File: src/rtl/dual_issue_pkg.sv
package dual_issue_pkg;
  parameter int NREG  = 8;
  parameter int RW    = $clog2(NREG);
  parameter int CLW   = 5;
  parameter int MCW   = 2;
  parameter int NSLOT = 2;

  localparam logic [CLW-1:0] C_MOV  = 5'd0;
  localparam logic [CLW-1:0] C_PUSH = 5'd9;
  localparam logic [CLW-1:0] C_POP  = 5'd10;
  localparam logic [CLW-1:0] C_LEA  = 5'd12;
  localparam logic [CLW-1:0] C_FXCH = 5'd16;
  localparam logic [CLW-1:0] C_ADC  = 5'd17;
  localparam logic [CLW-1:0] C_RCR  = 5'd25;

  typedef struct packed {
    logic           taken;
    logic [MCW-1:0] mcyc;
    logic           disp;
    logic           mdst;
    logic           mem;
    logic [RW-1:0]  idx;
    logic           idx_en;
    logic [RW-1:0]  base;
    logic           base_en;
    logic [RW-1:0]  sb;
    logic           sb_en;
    logic [RW-1:0]  sa;
    logic           sa_en;
    logic [RW-1:0]  dst;
    logic           dst_en;
    logic [CLW-1:0] cls;
  } idesc_t;

  localparam int DW = $bits(idesc_t);

  function automatic logic v_class_ok(input logic [CLW-1:0] c);
    return c <= C_FXCH;
  endfunction

  function automatic logic u_class_ok(input logic [CLW-1:0] c);
    return (c <= C_LEA) || ((c >= C_ADC) && (c <= C_RCR));
  endfunction

  function automatic logic locks_pipes(input idesc_t d);
    return d.mem && (d.cls != C_MOV) && (d.cls != C_PUSH) && (d.cls != C_POP);
  endfunction

  function automatic logic [NREG-1:0] reg_bit(input logic en, input logic [RW-1:0] r);
    logic [NREG-1:0] m;
    m = '0;
    if (en) m[r] = 1'b1;
    return m;
  endfunction
endpackage

File: src/rtl/di_slot_decode.sv
module di_slot_decode
  import dual_issue_pkg::*;
(
  input  idesc_t          d,
  output logic [NREG-1:0] wr_mask,
  output logic [NREG-1:0] rd_mask,
  output logic [NREG-1:0] ag_mask,
  output logic [MCW-1:0]  lock_len,
  output logic            no_v,
  output logic            no_pair_u
);
  logic [NREG-1:0] src_mask;

  always_comb begin
    wr_mask   = reg_bit(d.dst_en, d.dst);
    ag_mask   = reg_bit(d.base_en, d.base) | reg_bit(d.idx_en, d.idx);
    src_mask  = reg_bit(d.sa_en, d.sa) | reg_bit(d.sb_en, d.sb);
    rd_mask   = src_mask | ag_mask;
    lock_len  = locks_pipes(d) ? d.mcyc : '0;
    no_v      = !v_class_ok(d.cls) || (d.mdst && d.disp);
    no_pair_u = !u_class_ok(d.cls) || d.taken;
  end
endmodule

File: src/rtl/di_agi_track.sv
module di_agi_track
  import dual_issue_pkg::*;
(
  input  logic            clk,
  input  logic            rst,
  input  logic            flush,
  input  logic [NREG-1:0] commit_wr,
  input  logic [NREG-1:0] ag_u,
  input  logic [NREG-1:0] ag_v,
  output logic            agi_u,
  output logic            agi_v
);
  logic [NREG-1:0] hist_q;

  always_ff @(posedge clk) begin
    if (rst || flush) hist_q <= '0;
    else              hist_q <= commit_wr;
  end

  assign agi_u = |(ag_u & hist_q);
  assign agi_v = |(ag_v & hist_q);
endmodule

File: src/rtl/di_lock_seq.sv
module di_lock_seq
  import dual_issue_pkg::*;
(
  input  logic           clk,
  input  logic           rst,
  input  logic           flush,
  input  logic           start,
  input  logic [MCW-1:0] len,
  output logic           busy,
  output logic           last
);
  logic           act_q;
  logic [MCW-1:0] rem_q;

  always_ff @(posedge clk) begin
    if (rst || flush) begin
      act_q <= 1'b0;
      rem_q <= '0;
    end else if (start) begin
      act_q <= 1'b1;
      rem_q <= len - MCW'(2);
    end else if (act_q) begin
      if (rem_q == '0) act_q <= 1'b0;
      else             rem_q <= rem_q - MCW'(1);
    end
  end

  assign busy = act_q;
  assign last = act_q && (rem_q == '0);
endmodule

File: src/rtl/dual_issue_ctrl.sv
module dual_issue_ctrl
  import dual_issue_pkg::*;
(
  input  logic          clk,
  input  logic          rst,
  input  logic          flush,
  input  logic          valid_u,
  input  logic          valid_v,
  input  logic [DW-1:0] desc_u,
  input  logic [DW-1:0] desc_v,
  output logic          issue_u,
  output logic          issue_v,
  output logic          stall,
  output logic [1:0]    consumed
);
  idesc_t          slot_d    [NSLOT];
  logic [NREG-1:0] wr_m      [NSLOT];
  logic [NREG-1:0] rd_m      [NSLOT];
  logic [NREG-1:0] ag_m      [NSLOT];
  logic [MCW-1:0]  lk_len    [NSLOT];
  logic            no_v      [NSLOT];
  logic            no_pair_u [NSLOT];

  assign slot_d[0] = idesc_t'(desc_u);
  assign slot_d[1] = idesc_t'(desc_v);

  for (genvar s = 0; s < NSLOT; s++) begin : g_slot
    di_slot_decode u_dec (
      .d         (slot_d[s]),
      .wr_mask   (wr_m[s]),
      .rd_mask   (rd_m[s]),
      .ag_mask   (ag_m[s]),
      .lock_len  (lk_len[s]),
      .no_v      (no_v[s]),
      .no_pair_u (no_pair_u[s])
    );
  end

  logic            agi_u, agi_v;
  logic [NREG-1:0] commit_wr;
  logic            raw_dep, pair_ok, need_lock, lock_start;
  logic            lk_busy, lk_last;
  logic [MCW-1:0]  pair_len;

  di_agi_track u_agi (
    .clk       (clk),
    .rst       (rst),
    .flush     (flush),
    .commit_wr (commit_wr),
    .ag_u      (ag_m[0]),
    .ag_v      (ag_m[1]),
    .agi_u     (agi_u),
    .agi_v     (agi_v)
  );

  di_lock_seq u_lock (
    .clk   (clk),
    .rst   (rst),
    .flush (flush),
    .start (lock_start),
    .len   (pair_len),
    .busy  (lk_busy),
    .last  (lk_last)
  );

  always_comb begin
    raw_dep   = |(rd_m[1] & wr_m[0]);
    pair_ok   = valid_v && !no_pair_u[0] && !no_v[1] && !raw_dep && !agi_v;
    pair_len  = (lk_len[0] > lk_len[1]) ? lk_len[0] : lk_len[1];
    need_lock = pair_ok && (pair_len > MCW'(1));
  end

  always_comb begin
    issue_u    = 1'b0;
    issue_v    = 1'b0;
    stall      = 1'b0;
    lock_start = 1'b0;
    if (!(rst || flush)) begin
      if (lk_busy) begin
        if (lk_last) begin
          issue_u = 1'b1;
          issue_v = 1'b1;
        end else begin
          stall = 1'b1;
        end
      end else if (valid_u) begin
        if (agi_u) begin
          stall = 1'b1;
        end else if (need_lock) begin
          stall      = 1'b1;
          lock_start = 1'b1;
        end else begin
          issue_u = 1'b1;
          issue_v = pair_ok;
        end
      end
    end
  end

  assign commit_wr = (issue_u ? wr_m[0] : '0) | (issue_v ? wr_m[1] : '0);
  assign consumed  = 2'(issue_u) + 2'(issue_v);
endmodule

File: config.mk
export PLATFORM = sky130hd
export DESIGN_NAME = dual_issue_ctrl
export DESIGN_NICKNAME = d
export VERILOG_FILES = /design/src/rtl/dual_issue_pkg.sv /design/src/rtl/di_slot_decode.sv /design/src/rtl/di_agi_track.sv /design/src/rtl/di_lock_seq.sv /design/src/rtl/dual_issue_ctrl.sv
export SDC_FILE = /design/constraint.sdc
export NUM_CORES = 1
export LEC_CHECK = 0
export CAP_MARGIN = 20
export CORE_ASPECT_RATIO = 1.1
export CORE_MARGIN = 3
export CORE_UTILIZATION = 55
export CTS_CLUSTER_SIZE = 12
export DETAILED_ROUTE_END_ITERATION = 16
export DONT_BUFFER_PORTS = 1
export GPL_TIMING_DRIVEN = 1
export PLACE_DENSITY_LB_ADDON = 0.25
export SYNTH_ARGS = -nofsm -noshare
export SYNTH_HDL_FRONTEND = slang
export SYNTH_SLANG_ARGS = --single-unit
File: constraint.sdc
create_clock -name clk -period 3.9 [get_ports clk]
set_input_delay 0 -clock clk [delete_from_list [all_inputs] [get_ports clk]]
set_output_delay 0 -clock clk [all_outputs]
set_load 0.005 [all_outputs]
== Yosys cells after proc, flatten, opt, wreduce, memory -nomap -nowiden ==
Index checks and enable logic that the tools add are counted.

* Register bits: 11
* Input bits: 67
* Output and inout bits: 5

* Add/sub/neg operators: 3
* Order comparisons: 22
* Equality and inequality tests: 5
* Multiplexer cells: 56
* Bitwise operators: 8
* Reduce and logical (&&, ||, !) cells: 40

{| class="wikitable"
|+ Operators by type and width
! cell !! number
|-
| 2-to-1 mux 8 bit || 10
|-
| bitwise OR 8 bit || 5
|-
| < comparator 3 x 4 -> 1 bit, second input constant || 8
|-
| 2-to-1 mux 1 bit || 32
|-
| bitwise AND 8 bit || 3
|-
| demux 1 bit (select 3 bit) || 8
|-
| greater-or-equal comparator 3 x 1 -> 1 bit, second input constant || 8
|-
| OR reduction 8 bit || 3
|-
| logical AND 1 bit || 22
|-
| inequality test 5 x 4 -> 1 bit, second input constant || 4
|-
| 2-to-1 mux 2 bit || 6
|-
| <= comparator 5 bit, second input constant || 2
|-
| nonzero test 5 bit || 2
|-
| logical NOT 1 bit || 6
|-
| greater-or-equal comparator 5 bit, second input constant || 1
|-
| <= comparator 5 x 4 -> 1 bit, second input constant || 1
|-
| logical OR 1 bit || 4
|-
| adder 1 x 1 -> 2 bit || 1
|-
| greater-than comparator 2 x 1 -> 1 bit, second input constant || 1
|-
| greater-than comparator 2 bit || 1
|-
| logical NOT 2 bit || 1
|-
| inequality test 2 bit, second input constant || 1
|-
| AND reduction 2 bit || 1
|-
| nonzero test 2 bit || 1
|-
| other kinds (2) || 2
|}

== Depth between registers and ports, before layout ==
* Word-level depth: 20
* Gate-level depth with buffers: 11

== Modules after synthesis ==
A second synthesis with hierarchy kept.

* Cell total of the unflattened synthesis: 237
* Area, all modules: 1,672.9 um^2

{| class="wikitable"
|+ Modules (own cells, without submodules)
! module !! instances !! cells an instance !! area each (um^2) !! sequential area each (um^2)
|-
| di_slot_decode || 2 || 74 || 426.7 || 0.0
|-
| dual_issue_ctrl || 1 || 44 || 360.3 || 0.0
|-
| di_agi_track || 1 || 27 || 289.0 || 160.2
|-
| di_lock_seq || 1 || 18 || 170.2 || 60.1
|}

== Worst setup path after synthesis ==
No wires, ideal clock.

* Path kind: input port to output port
* Start: input port desc_u[1]
* End: output port consumed[0]
* Data arrival time: 1.791 ns
* Data required time: 3.900 ns
* Setup slack: 2.109 ns
* Stages: 11
* Buffers on the path: 0
* Cell sequence: nor3_1 a21oi_1 o31a_1 and2_1 inv_1 ha_1 nor3b_1 and4_4 nand2_1 a21oi_1 ha_1

* Longest elaborated chain between the ends: 17

{| class="wikitable"
|+ RTL lines
! what !! RTL line !! text
|-
| from (decl) || dual_issue_ctrl.sv:9 || <nowiki>input logic [DW-1:0] desc_u,</nowiki>
|-
| branches (longest 11 deep; another with greater-than comparator 2 bit) || - ||
|-
| 2-to-1 mux 1 bit * || dual_issue_ctrl.sv:89 || <nowiki>end else if (need_lock) begin</nowiki>
|-
| 2-to-1 mux 1 bit * || dual_issue_ctrl.sv:87 || <nowiki>if (agi_u) begin</nowiki>
|-
| 2-to-1 mux 1 bit * || dual_issue_ctrl.sv:86 || <nowiki>end else if (valid_u) begin</nowiki>
|-
| 2-to-1 mux 1 bit * || dual_issue_ctrl.sv:79 || <nowiki>if (lk_busy) begin</nowiki>
|-
| 2-to-1 mux 1 bit * || dual_issue_ctrl.sv:78 || <nowiki>if (!(rst || flush)) begin</nowiki>
|-
| named net issue_v || dual_issue_ctrl.sv:12 || <nowiki>output logic issue_v,</nowiki>
|-
| adder 1 x 1 -> 2 bit * || dual_issue_ctrl.sv:101 || <nowiki>assign consumed = 2'(issue_u) + 2'(issue_v);</nowiki>
|-
| to (decl) || dual_issue_ctrl.sv:14 || <nowiki>output logic [1:0] consumed</nowiki>
|}

Mark *: on every way through the listed nets, which the timed path passes.

== Final worst setup path ==
* Start: input port desc_u[6]
* End: register u_agi.hist_q[4]

* Longest elaborated chain between the ends: 18

{| class="wikitable"
|+ RTL lines
! what !! RTL line !! text
|-
| < comparator 3 x 4 -> 1 bit (implied by the code) / greater-or-equal comparator 3 x 1 -> 1 bit (equally long branches) || dual_issue_pkg.sv:52 || <nowiki>if (en) m[r] = 1'b1;</nowiki>
|-
| logical AND 1 bit (implied by the code) || dual_issue_pkg.sv:52 ||
|-
| 2-to-1 mux 1 bit (implied by the code) || dual_issue_pkg.sv:52 ||
|-
| demux 1 bit (select 3 bit) * || - ||
|-
| 2-to-1 mux 8 bit * || dual_issue_pkg.sv:52 ||
|-
| bitwise AND 8 bit || dual_issue_ctrl.sv:67 || <nowiki>raw_dep = |(rd_m[1] & wr_m[0]);</nowiki>
|-
| OR reduction 8 bit || dual_issue_ctrl.sv:67 ||
|-
| logical NOT 1 bit || dual_issue_ctrl.sv:68 || <nowiki>pair_ok = valid_v && !no_pair_u[0] && !no_v[1] && !raw_dep && !agi_v;</nowiki>
|-
| logical AND 1 bit (2 in series) || dual_issue_ctrl.sv:68 ||
|-
| logical AND 1 bit || dual_issue_ctrl.sv:70 || <nowiki>need_lock = pair_ok && (pair_len > MCW'(1));</nowiki>
|-
| 2-to-1 mux 1 bit || dual_issue_ctrl.sv:89 ||
|-
| 2-to-1 mux 1 bit || dual_issue_ctrl.sv:87 ||
|-
| 2-to-1 mux 1 bit || dual_issue_ctrl.sv:86 ||
|-
| 2-to-1 mux 1 bit || dual_issue_ctrl.sv:79 ||
|-
| 2-to-1 mux 1 bit || dual_issue_ctrl.sv:78 ||
|-
| 2-to-1 mux 8 bit || dual_issue_ctrl.sv:100 || <nowiki>assign commit_wr = (issue_u ? wr_m[0] : '0) | (issue_v ? wr_m[1] : '0);</nowiki>
|-
| bitwise OR 8 bit * || dual_issue_ctrl.sv:100 ||
|-
| to (signal assigned) || di_agi_track.sv:17 || <nowiki>else hist_q <= commit_wr;</nowiki>
|-
| to (decl) || di_agi_track.sv:13 || <nowiki>logic [NREG-1:0] hist_q;</nowiki>
|}

Mark *: on every way between the ends. The rest lies on a longest branch, timed or not.
A chain may end at the register's enable or synchronous reset.

==> results_dict.tcl <==
set metrics [dict create \
    run_status "finished clean" \
    worst_slew_pin_slew_ns 0.693 \
    clock_latency_ns 0.27 \
    r2r_slack_ns 1.42 \
    end_kind "register" \
    fin_crit_ns 2.66 \
    wl_per_cell_um 17.7 \
    clkTransAtPathRegs_ns 0.07 \
    drc 0 \
    power_frac_comb_pct 28.6 \
    h-tree-depth 1 \
    fin_tns_setup_ns 0 \
    synth_area_leaders "dfxtp_1 15%, nand2_1 6.1%, o22ai_1 5.0%" \
    cts_sinks 11 \
    slew_headroom_pct 53.7 \
    crit_required_ns 4.06 \
    layout.nets 283 \
    grt_use_total_pct 26.0 \
    antennaDiodeCount 0 \
    grt_antenna_before_repair 0 \
    port-buffer-count 0 \
    ir_worst_vdd_mv 0.270 \
    drt-pass1-iter-count 5 \
    first_global_vias 1634 \
    yosysTopAreaCell "dfxtp_1" \
    syn_inst 200 \
    ant_nets 0 \
    row_count 19 \
    ctsHoldBuffers 9 \
    crit_arrival_ns 2.82 \
    grt-ovfl-total 0 \
    numCtsBuffers 3 \
    synth.cell_area_mm2 0.00149 \
    finClkSkew_ns 0.00618 \
    clock_power_share_pct 29.4 \
    synth-main-ff-cell "dfxtp_1" \
    area_delta_synth_final_pct 9.66 \
    synthArstFlopShare_pct 0 \
    ys_warn_count 0 \
    grt_max_degree 9 \
    layout_common_cells "24 x nand2_1, 17 x nor2_1, 13 x inv_1" \
    drt_iter0_drc 88 \
    cts_tree "yes" \
    io_pins 72 \
    instances_no_fill 241 \
    cts_setup_buffers 0 \
    ys_seq_elements 11 \
    grt_setup_unrepaired "false" \
    startpoint_type "input port" \
    core_area_mm2 0.00254 \
    dp_hpwl_um 3420 \
    leakagePower_nw 0.528 \
    hold_viol 0 \
    power_density_mw_per_mm2 165 \
    critPathKind "in -> reg" \
    die_w_um 55.6 \
    routed_wl_um 4260 \
    pwr-share-seq_pct 42.1 \
    cts.path.max_buffers 2 \
    final_common_cell "nand2_1" \
    fin_crit_sh_pct 68.3 \
    post_cts_resized 0 \
    fp.dieH_um 60.6 \
    ys_seq_area_share_pct 14.8 \
    drv_slew 0 \
    internal_power_uw 189 \
    switchingPower_uw 80.2 \
    worstPathMaxFanout 8 \
    viasPerCell 6.93 \
    setup_viol 0 \
    ys_types 58 \
    layout-drive-gt1-share_pct 9.05 \
    num-fill-cells 237 \
    start_util_pct 58.5 \
    syn_nets 272 \
    num_vias 1669 \
    avgSynthCellArea_um2 7.44 \
    synth_edf_count 0 \
    cts_root_buf "clkbuf_4" \
    drv_cap 0 \
    grt_pass1_wl_um 7030 \
    place_inst 228 \
    place.gp.congestion 0.933 \
    max_clock_freq_ghz 0.375 \
    die_area_mm2 0.00337 \
    switching_share_pct 29.8 \
    synth_top_cell_area_share_pct 14.8 \
    min_path_type "in -> reg" \
]
==> cells in the mapped netlist, types with 3 or more instances <==
library cell	n
a21oi_1	6
a311oi_1	4
and2_1	3
clkbuf_1	3
dfxtp_1	11
ha_1	5
inv_1	13
mux2i_1	4
nand2_1	24
nand2b_1	8
nand3_1	7
nand3b_1	5
nand4_1	4
nor2_1	17
nor2b_1	5
nor3_1	4
nor4bb_1	4
o21ai_0	8
o22ai_1	12
o31ai_1	3
o32a_1	3
==> critical path, stage by stage <==
cell           delay, ns
dlygate4sd3_1       0.61
nand2_1             0.17
nor2_1              0.06
o21a_1              0.11
nor4_1              0.45
nand4_2             0.30
a31oi_1             0.42
o32ai_2             0.13
dlygate4sd3_1       0.58
==> power by group through the flow <==
stage                     registers (mW)  logic, mW  clock network [mW]
after floorplan                    0.116     0.0595                   0
after global placement             0.116     0.0661                   0
after detailed placement           0.116     0.0691                   0
after CTS                          0.113     0.0763              0.0784
after global routing               0.113     0.0855              0.0846
final                              0.113     0.0769              0.0791
==> per-layer routing <==
layer | track usage (%) | share of wire, % | vias to the layer above
met4 | 4.86 | 0.35 | 0
met3 | 6.17 | 6.3 | 2
li1 | - | - | 795
met5 | 0 | 0 | -
met2 | 51.4 | 54 | 63
met1 | 28.7 | 40 | 809
==> logic make-up (layout without fill, tap and decap cells) <==
family	Yosys count	after routing	share of synthesized area, %
AO/OA/AOI/OAI	61	61	32.7
buffers and inverters	16	26	4.03
AND/OR/NAND/NOR	100	100	39.8
flip-flops	11	11	14.8
XOR/XNOR	3	3	1.77
adder cells (fa/ha/maj)	5	5	4.20
multiplexers	4	4	2.69
==> registers in the layout, indices dropped and copies added, names as in the netlist <==
name,cells
u_agi.hist_q,8
u_lock.rem_q,2
u_lock.busy,1
==> stage by stage <==
stage	worst slack, ns	utilization, %	hold WS [ns]	power [mW]	area, um^2
after floorplan	2.11	-	0.118	0.175	1490
final	1.24	64.2	0.0251	0.269	1630
after CTS	1.31	64.2	0.00698	0.268	1630
after global placement	1.98	59.6	0.123	0.182	1520
after global routing	1.05	64.2	0.0264	0.283	1630
after detailed placement	1.85	59.6	0.125	0.185	1520
==> path summary, 6_finish.rpt <==
| path | from | end | cells past startpoint |
|---|---|---|---|
| setup / recovery | desc_u[6] | u_agi.hist_q[4] | 9 |
| hold / removal | desc_v[7] | u_agi.hist_q[7] | 2 |
| setup reg to reg | u_agi.hist_q[4] | u_agi.hist_q[4] | 8 |
| hold reg to reg | u_lock.rem_q[1] | u_lock.rem_q[1] | 3 |
==> area by class of cell <==
type	instances	area, um^2	area share, %
Clock buffer	4	26.3	1.61
Inverter	13	48.8	2.99
Multi-Input combinational cell	173	1210	74.0
Sequential cell	11	220	13.5
Tap cell	31	38.8	2.38
Timing Repair Buffer	9	90.1	5.52
(Power assumes the default switching activity.)
